## src/rtl/cis_pkg.sv

```systemverilog
package cis_pkg;
   typedef enum logic [2:0] {
      K_NONE  = 3'd0,
      K_SHORT = 3'd1,
      K_LONG  = 3'd2,
      K_OCR   = 3'd3,
      K_ADDR  = 3'd6
   } rsp_kind_e;

   typedef struct packed {
      logic init0;
      logic timeout;
      logic err;
      logic ocr_clr;
      logic ocr_set;
      logic store;
      logic stop;
      logic data_cls;
      logic dir;
   } cmd_info_t;

   localparam int ST_EOC  = 0;
   localparam int ST_STOP = 2;
   localparam int ST_TMO  = 7;
   localparam int ST_NRDY = 12;
   localparam int ST_CERR = 14;
   localparam int STOP_IDX = 12;
endpackage

```

## src/rtl/cis_decode.sv

```systemverilog
module cis_decode
   import cis_pkg::*;
#(
   parameter int LEN_W      = 5,
   parameter int LONG_BYTES = 16,
   parameter logic [31:0] SHORT_ERR_MASK = 32'hFDF9_0000,
   parameter logic [15:0] ADDR_ERR_MASK  = 16'hE000
) (
   input  logic [15:0]      cmd_word,
   input  logic [LEN_W-1:0] rsp_len,
   input  logic [31:0]      head,
   output cmd_info_t        info
);
   localparam int SHORT_BYTES = 4;

   rsp_kind_e   kind;
   logic        short_rsp;
   logic [31:0] card_stat;
   logic [15:0] addr_val;
   logic        unused_bits;

   assign unused_bits = ^{cmd_word[14], cmd_word[11], cmd_word[6]};
   assign card_stat = {head[7:0], head[15:8], head[23:16], head[31:24]};
   assign addr_val  = {head[23:16], head[31:24]};

   always_comb begin
      case (cmd_word[10:8])
         3'd1:    kind = K_SHORT;
         3'd2:    kind = K_LONG;
         3'd3:    kind = K_OCR;
         3'd6:    kind = K_ADDR;
         default: kind = K_NONE;
      endcase
      if (kind == K_NONE)      short_rsp = 1'b0;
      else if (kind == K_LONG) short_rsp = rsp_len < LEN_W'(LONG_BYTES);
      else                     short_rsp = rsp_len < LEN_W'(SHORT_BYTES);
   end

   always_comb begin
      info          = '0;
      info.init0    = cmd_word[7] && (cmd_word[5:0] == 6'd0);
      info.timeout  = short_rsp;
      info.err      = !short_rsp &&
                      (((kind == K_SHORT) && |(card_stat & SHORT_ERR_MASK)) ||
                       ((kind == K_ADDR)  && |(addr_val & ADDR_ERR_MASK)));
      info.ocr_clr  = !short_rsp && (kind == K_OCR) && card_stat[31];
      info.ocr_set  = !short_rsp && (kind == K_OCR) && !card_stat[31];
      info.store    = !short_rsp && (kind != K_NONE);
      info.stop     = cmd_word[5:0] == 6'(STOP_IDX);
      info.data_cls = cmd_word[13:12] == 2'd3;
      info.dir      = cmd_word[15];
   end
endmodule

```

## src/rtl/cis_rsp_store.sv

```systemverilog
module cis_rsp_store #(
   parameter int RSP_WORDS = 8,
   parameter int WORD_W    = 16,
   localparam int RSP_W    = RSP_WORDS * WORD_W,
   localparam int WB       = WORD_W / 8
) (
   input  logic             clk,
   input  logic             rst_n,
   input  logic             go,
   input  logic             store,
   input  logic [RSP_W-1:0] rsp_data,
   output logic [RSP_W-1:0] rsp_q
);
   logic [RSP_W-1:0] packed_rsp;

   for (genvar gi = 0; gi < RSP_WORDS; gi++) begin : g_word
      for (genvar gb = 0; gb < WB; gb++) begin : g_byte
         assign packed_rsp[(RSP_WORDS-1-gi)*WORD_W + (WB-1-gb)*8 +: 8] =
            rsp_data[(gi*WB + gb)*8 +: 8];
      end
   end

   always_ff @(posedge clk or negedge rst_n) begin
      if (!rst_n)  rsp_q <= '0;
      else if (go) rsp_q <= store ? packed_rsp : '0;
   end

   AST_RSP_CLEARED: assert property (@(posedge clk) disable iff (!rst_n)
      (go && !store) |=> (rsp_q == '0));
endmodule

```

## src/rtl/cis_status.sv

```systemverilog
module cis_status
   import cis_pkg::*;
#(
   parameter int STAT_W  = 15,
   parameter bit IRQ_REG = 1'b0
) (
   input  logic              clk,
   input  logic              rst_n,
   input  logic              go,
   input  cmd_info_t         info,
   input  logic              stat_wr,
   input  logic [STAT_W-1:0] stat_wdata,
   input  logic              mask_wr,
   input  logic [STAT_W-1:0] mask_wdata,
   output logic [STAT_W-1:0] stat_q,
   output logic [STAT_W-1:0] mask_q,
   output logic              irq
);
   localparam logic [STAT_W-1:0] KEEP_OK  = STAT_W'(15'h3000);
   localparam logic [STAT_W-1:0] KEEP_OCR = STAT_W'(15'h6000);

   logic [STAT_W-1:0] stat_d;

   always_comb begin
      stat_d = stat_q;
      if (stat_wr) stat_d = stat_d & ~stat_wdata;
      if (go) begin
         if (info.init0) begin
            stat_d[ST_EOC] = 1'b1;
         end else begin
            if (info.ocr_clr) stat_d = stat_d & KEEP_OCR;
            if (info.ocr_set) stat_d[ST_NRDY] = 1'b1;
            if (info.err) stat_d[ST_CERR] = 1'b1;
            else          stat_d = stat_d & KEEP_OK;
            if (info.timeout) begin
               stat_d[ST_TMO] = 1'b1;
            end else begin
               stat_d[ST_EOC] = 1'b1;
               if (info.stop) stat_d[ST_STOP] = 1'b1;
            end
         end
      end
   end

   always_ff @(posedge clk or negedge rst_n) begin
      if (!rst_n) begin
         stat_q <= '0;
         mask_q <= '0;
      end else begin
         stat_q <= stat_d;
         if (mask_wr) mask_q <= mask_wdata;
      end
   end

   if (IRQ_REG) begin : g_irq_reg
      logic irq_q;
      always_ff @(posedge clk or negedge rst_n) begin
         if (!rst_n) irq_q <= 1'b0;
         else        irq_q <= |(stat_q & mask_q);
      end
      assign irq = irq_q;
   end else begin : g_irq_comb
      assign irq = |(stat_q & mask_q);
   end

   AST_W1C_CLEARS: assert property (@(posedge clk) disable iff (!rst_n)
      (stat_wr && !go) |=> ((stat_q & $past(stat_wdata)) == '0));
   AST_TMO_NO_EOC: assert property (@(posedge clk) disable iff (!rst_n)
      (go && !info.init0 && info.timeout) |=> (stat_q[ST_TMO] && !stat_q[ST_EOC]));
   AST_STOP_DONE: assert property (@(posedge clk) disable iff (!rst_n)
      (go && !info.init0 && !info.timeout && info.stop) |=> (stat_q[ST_EOC] && stat_q[ST_STOP]));
   AST_CARD_ERR: assert property (@(posedge clk) disable iff (!rst_n)
      (go && !info.init0 && info.err) |=> stat_q[ST_CERR]);
endmodule

```

## src/rtl/cmd_issue_stat.sv

```systemverilog
module cmd_issue_stat
   import cis_pkg::*;
#(
   parameter int RSP_WORDS = 8,
   parameter int WORD_W    = 16,
   parameter int ARG_W     = 32,
   parameter int STAT_W    = 15,
   parameter int LEN_W     = $clog2(RSP_WORDS * WORD_W / 8 + 1),
   parameter bit IRQ_REG   = 1'b0,
   parameter logic [31:0] SHORT_ERR_MASK = 32'hFDF9_0000,
   parameter logic [15:0] ADDR_ERR_MASK  = 16'hE000
) (
   input  logic                          clk,
   input  logic                          rst_n,
   input  logic                          enable,
   input  logic                          cmd_wr,
   input  logic [15:0]                   cmd_word,
   input  logic [ARG_W-1:0]              cmd_arg,
   input  logic                          stat_wr,
   input  logic [STAT_W-1:0]             stat_wdata,
   input  logic                          mask_wr,
   input  logic [STAT_W-1:0]             mask_wdata,
   output logic                          card_req,
   output logic [5:0]                    card_idx,
   output logic [ARG_W-1:0]              card_arg,
   input  logic [LEN_W-1:0]              card_rsp_len,
   input  logic [RSP_WORDS*WORD_W-1:0]   card_rsp_data,
   output logic [RSP_WORDS*WORD_W-1:0]   rsp_regs,
   output logic [STAT_W-1:0]             status,
   output logic                          irq,
   output logic                          xfer_start,
   output logic                          xfer_dir
);
   localparam int RSP_W      = RSP_WORDS * WORD_W;
   localparam int RSP_BYTES  = RSP_W / 8;

   if (WORD_W % 8 != 0) begin : g_bad_word
      $error("cmd_issue_stat: WORD_W must be a whole number of bytes");
   end
   if (RSP_W < 32) begin : g_bad_depth
      $error("cmd_issue_stat: response storage must hold at least 4 bytes");
   end
   if (STAT_W < 15) begin : g_bad_stat
      $error("cmd_issue_stat: STAT_W must cover bit 14");
   end
   if ((1 << LEN_W) <= RSP_BYTES) begin : g_bad_len
      $error("cmd_issue_stat: LEN_W too narrow for the reply length");
   end

   cmd_info_t info;
   logic      go;

   assign go       = cmd_wr && enable;
   assign card_req = go && !info.init0;
   assign card_idx = cmd_word[5:0];
   assign card_arg = cmd_arg;

   cis_decode #(
      .LEN_W(LEN_W), .LONG_BYTES(RSP_BYTES),
      .SHORT_ERR_MASK(SHORT_ERR_MASK), .ADDR_ERR_MASK(ADDR_ERR_MASK)
   ) u_decode (
      .cmd_word(cmd_word), .rsp_len(card_rsp_len),
      .head(card_rsp_data[31:0]), .info(info)
   );

   cis_rsp_store #(.RSP_WORDS(RSP_WORDS), .WORD_W(WORD_W)) u_store (
      .clk(clk), .rst_n(rst_n), .go(go), .store(info.store && !info.init0),
      .rsp_data(card_rsp_data), .rsp_q(rsp_regs)
   );

   logic [STAT_W-1:0] mask_q;

   cis_status #(.STAT_W(STAT_W), .IRQ_REG(IRQ_REG)) u_status (
      .clk(clk), .rst_n(rst_n), .go(go), .info(info),
      .stat_wr(stat_wr), .stat_wdata(stat_wdata),
      .mask_wr(mask_wr), .mask_wdata(mask_wdata),
      .stat_q(status), .mask_q(mask_q), .irq(irq)
   );

   always_ff @(posedge clk or negedge rst_n) begin
      if (!rst_n) begin
         xfer_start <= 1'b0;
         xfer_dir   <= 1'b0;
      end else begin
         xfer_start <= card_req && info.data_cls;
         if (card_req && info.data_cls) xfer_dir <= info.dir;
      end
   end

   AST_IDLE_HOLD: assert property (@(posedge clk) disable iff (!rst_n)
      (!enable && !stat_wr) |=> ($stable(status) && $stable(rsp_regs)));
   AST_XFER_SRC: assert property (@(posedge clk) disable iff (!rst_n)
      xfer_start |-> $past(cmd_wr && enable && (cmd_word[13:12] == 2'd3)));
   AST_NO_REQ_INIT0: assert property (@(posedge clk) disable iff (!rst_n)
      (cmd_wr && cmd_word[7] && (cmd_word[5:0] == 6'd0)) |-> !card_req);
endmodule

```

## config.mk

```make
export PLATFORM = sky130hd
export DESIGN_NAME = cmd_issue_stat
export DESIGN_NICKNAME = d
export VERILOG_FILES = /design/src/rtl/cis_pkg.sv /design/src/rtl/cis_decode.sv /design/src/rtl/cis_rsp_store.sv /design/src/rtl/cis_status.sv /design/src/rtl/cmd_issue_stat.sv
export SDC_FILE = /design/constraint.sdc
export NUM_CORES = 1
export LEC_CHECK = 0
export BUFFER_PORTS_ARGS = -buffer_cell sky130_fd_sc_hd__buf_2
export CORE_AREA = 2 2 157 159
export CTS_CLUSTER_DIAMETER = 40
export CTS_CLUSTER_SIZE = 14
export DETAILED_ROUTE_END_ITERATION = 16
export DIE_AREA = 0 0 159 161
export SLEW_MARGIN = 10
export SYNTH_ARGS = -nofsm -noshare
export SYNTH_HDL_FRONTEND = slang
export SYNTH_HIERARCHICAL = 1
export SYNTH_SLANG_ARGS = --single-unit
```

## constraint.sdc

```tcl
create_clock -name clk -period 2.25 [get_ports clk]
set_input_delay 0.3375 -clock clk [delete_from_list [all_inputs] [get_ports clk]]
set_output_delay 0.3375 -clock clk [all_outputs]
set_load 0.005 [all_outputs]
```

* Word-level counts from Yosys, hierarchy flattened
Index checks and enable logic that the tools add are counted.
** Operators by class
- Mux-type cells :: 16
- Eq/ne operators :: 10
- Bitwise operators :: 3
- $lt $le $gt $ge :: 2
- Reductions and logical operators :: 22
** Operators by type and width (count)
- 2-to-1 mux 128 bit :: 1
- bitwise AND 15 bit :: 2
- 2-to-1 mux 15 bit :: 2
- NOT 15 bit :: 1
- OR reduction 15 bit :: 1
- 2-to-1 mux 14 bit :: 1
- 2-to-1 mux 13 bit :: 1
- OR reduction 13 bit :: 1
- equality test 3 x 2 -> 1 bit (second input constant) :: 4
- logical AND 1 bit :: 12
- 2-to-1 mux 12 bit :: 1
- one-hot mux 3 bit (4 select lines) :: 1
- 2-to-1 mux 1 bit :: 9
- equality test 3 x 1 -> 1 bit (second input constant) :: 2
- equality test 3 bit (second input constant) :: 2
- equality test 6 x 4 -> 1 bit (second input constant) :: 1
- zero test 6 bit :: 1
- < comparator 5 x 3 -> 1 bit (second input constant) :: 1
- < comparator 5 bit (second input constant) :: 1
- zero test 1 bit :: 3
- zero test 3 bit :: 1
- nonzero test 3 bit :: 1
- OR reduction 3 bit :: 1
- equality test 2 bit (second input constant) :: 1
- logical OR 1 bit :: 1
** Word-level totals
- Flip-flop bits (word level) :: 160
- Output and inout port bits :: 185
- Input port bits :: 217
- Word-level logic and storage cells :: 58

* Logic depth before layout (Yosys ltp)
- Depth after elaboration :: 14
- Gate-level depth with buffers :: 8
- Depth with buffers taken out :: 6

* Cells and area by module
The synthesis kept the hierarchy.
** Modules (own cells, without submodules)
- cis_rsp_store :: times used 1, cells an instance 554, sequential area each 3203.1 um2, area an instance 5206.2 um2
- cis_status :: times used 1, cells an instance 96, sequential area each 750.7 um2, area an instance 1228.7 um2
- cmd_issue_stat :: times used 1, cells an instance 47, sequential area each 50.0 um2, area an instance 391.6 um2
- cis_decode :: times used 1, cells an instance 31, sequential area each 0.0 um2, area an instance 211.5 um2

* Worst setup path after synthesis
Ideal clock, no wire load.
- Path kind :: input -> register
- From :: input port cmd_word[5]
- To :: register u_status.stat_q[7]
- Setup time :: 0.067 ns
- Path slack :: 0.368 ns
- Arrival :: 1.815 ns
- Data required time :: 2.183 ns
- Path buffers :: 1
- Cell stages on the path :: 6
- Cells stage by stage :: or4_4 -> nor4b_2 -> and2b_2 -> nand2_2 -> buf_6 -> a32o_1
** RTL lines
- start, declared :: line cmd_issue_stat.sv:17 : input logic [15:0] cmd_word,
- end signal, assigned :: line cis_status.sv:50 : stat_q <= stat_d;
- end, declared :: line cis_status.sv:15 : output logic [STAT_W-1:0] stat_q,

* Final worst setup path
- From :: register u_status.stat_q[2]
- To :: output port irq
** Between the ends
- Cells in the longest elaborated chain, start to end :: 2
** RTL lines
- bitwise AND 15 bit :: line cis_status.sv:63 : assign irq = |(stat_q & mask_q);
- OR reduction 15 bit :: line cis_status.sv:63
- end, declared :: line cmd_issue_stat.sv:30 : output logic irq,
No other way between the ends.

==> impl_metrics.ini <==
[critical_path]
reg2reg_to = u_status/mask_q[1]
critPathLaunchType = register
worstPathRequired_ns = 1.91
path_class = register to output port
worstPathArrival_ns = 1.64
rrSetupSlack_ns = 1.48
end_kind = output port
path_max_fanout = 3
worstReg2RegStart = u_status/mask_q[1]
setup.worst_path.start = u_status/stat_q[2]
reg2regPathDepth = 1

[power]
p_clk_frac = 0.386
pwr-share-seq = 0.469
p_leak_uw = 0.00477
p_sw_uw = 1930
p_per_area_nw_per_um2 = 754
internal_power_uw = 5080
switching_share = 0.275
p_comb_frac = 0.145
vdd_drop_max_uv = 337

[yosys]
seq_area_frac_synth = 0.569
synth_most_common_cell = dfrtp_1
ys_top_cells_by_area = dfrtp_1 57%, nand3_1 9.2%, o21ai_0 8.6%
synthesis.area_um2 = 7040
yosys_warnings = 6
ys_types = 39
synthArstFlopShare = 1.00
yosysTopAreaCellShare = 0.569
synthFlopType = dfrtp_1
synth_cells = 728
syn-num-nets = 945
netlist_top_cells_count = 160 x dfrtp_1, 133 x inv_1, 129 x nand3_1
synth_area_leader_cell = dfrtp_1
synth_edf_count = 0
synth_area_per_cell_um2 = 9.67
ys_ff_latch = 160

[sta]
max_freq_mhz = 505
rsz0062_at_grt = no
fin_setup_tns_ns = 0
worst_slew_pin_slew_ns = 0.541
finClkSkew_ns = 0
slew_viol_final = 0
finalCritPeriodShare = 0.879
slew_headroom = 0.639
fin_crit_ns = 1.98
hold_viol_final = 0
setup_violations = 0

[placement]
portBuffers = 332
placed_cells = 1313
gp_congestion = 0.805
dp_hpwl_um = 14300

[cells_and_area]
fin_nets = 1226
fillers = 2473
syn2layout_area_growth_pct = 32.1
utilization = 0.388
final_layout_size_suffix_gt1_frac = 0.393
fin_cells = 1346
n_antenna_cell = 0

[flow_run]
drv_cap = 0

[route]
viasPerCell = 4.40
finalWirelength_um = 19700
dr.first_iter.drc_count = 339
drtAntennaViolNets = 0
drc = 0
wire_per_inst_um = 14.6
dr_total_vias = 5920
drtPass1Iterations = 5

[cts]
clock_path_buffers = 2
cts_made_buffers = 17
root_buffer = clkbuf_16
htreeDepth = 4
clk_latency_ns = 0.41
cts_tree = done
clock_sinks = 160
clk_pin_slew_ns = 0.07

[run_status]
outcome = complete, no violations

[hold_path]
hold_class = input port to register
worstHoldEndpoint = u_status/stat_q[13]
min_from = stat_wdata[13]
holdPathStages = 2

[grt]
grt_pass1_vias = 5878
grt_pass1_wl_um = 31300
antenna_found_initial = 0
globalRoute.totalOverflow = 0
track_usage = 0.153
grt_max_degree = 97

[die]
die_height_um = 161
core_area_um2 = 24000
ioPinCount = 402
die_area_um2 = 25600
fp-row-count = 57
start_util = 0.294
die_w_um = 159
## layer usage
layer,global-route usage,wire [um]
met1,0.184,8320
met2,0.261,9640
met4,0.0430,293
met5,0,0
met3,0.0539,1450
## power groups by stage
stage	clock (uW)	combinational, uW	sequential [uW]
after floorplan	0	440	3360
after global placement	0	1020	3330
after detailed placement	0	1040	3340
after CTS	2810	1040	3290
after global routing	2950	1150	3330
final	2700	1020	3290
## worst max-delay path, cell delays in order (launching register included)
cell	delay [ns]
dfrtp_1	0.41
a222oi_1	0.35
and3_1	0.23
nand4_1	0.10
buf_2	0.15
## what timing repair did
action,4_1_cts,5_1_grt
hold buffers,1,0
hold endpoints to repair,49,0
gates resized for setup,0,0
buffers inserted,0,0
## cells in the final DEF, fill, tap and decap left out, drive strengths merged
cell and count:
a211oi 2, a21boi 1, a221oi 1, a222oi 1
a22o 1, a22oi 5, a32o 5, and2 1
and2b 1, and3 10, and3b 1, buf 347
clkbuf 20, clkinv 1, clkinvlp 5, dfrtp 160
dlygate4sd3 1, inv 139, mux2 16, nand2 21
nand2b 2, nand3 129, nand4 1, nand4b 1
nor2 5, nor2b 3, nor3 1, nor3b 1
nor4 1, nor4b 1, o21a 1, o21ai 131
or2 1, or3 2, or4 3
## how the worst max path moves through the flow
stage	endpoint	slack [ns]	depth (start not counted)
2_1_floorplan	u_status/stat_q[7]	0.37	6
3_3_place_gp	u_status/stat_q[7]	0.15	7
3_5_place_dp	u_status/stat_q[7]	0.1	7
4_1_cts	irq	0.21	4
5_1_grt	irq	0.11	4
6_report	irq	0.27	4
## cell type report
type                       count  area [um2]  area share
tap                          324         405      0.0436
sequential                   160        4000       0.431
clock inverter                12        98.8      0.0106
timing repair buffer         348        1870       0.201
multi-input combinational    349        1970       0.212
clock buffer                  20         447      0.0480
inverter                     133         504      0.0542
## kinds of logic after synthesis
| logic type | synth area share |
|---|---|
| AO/OA/AOI/OAI | 0.114 |
| buffers and inverters | 0.152 |
| multiplexers | 0.0256 |
| flip-flops | 0.569 |
| AND/OR/NAND/NOR | 0.139 |
## flip-flops by register name, indices dropped and copies added (netlist names)
register,flops
u_status/mask_q,15
u_store/rsp_q,128
u_status/stat_q,15
xfer_start,1
xfer_dir,1
## through the flow
step / worst slack (ns) / hold WS, ns / area (um2) / power (uW)
2_1_floorplan: 0.368 / 0.0419 / 7040 / 3800
3_3_place_gp: 0.147 / 0.352 / 8740 / 4360
3_5_place_dp: 0.0998 / 0.358 / 8740 / 4380
4_1_cts: 0.214 / 0.0734 / 9300 / 7150
5_1_grt: 0.111 / 0.109 / 9300 / 7430
6_report: 0.272 / 0.0998 / 9300 / 7010
Power figures use the tool's default switching activity.
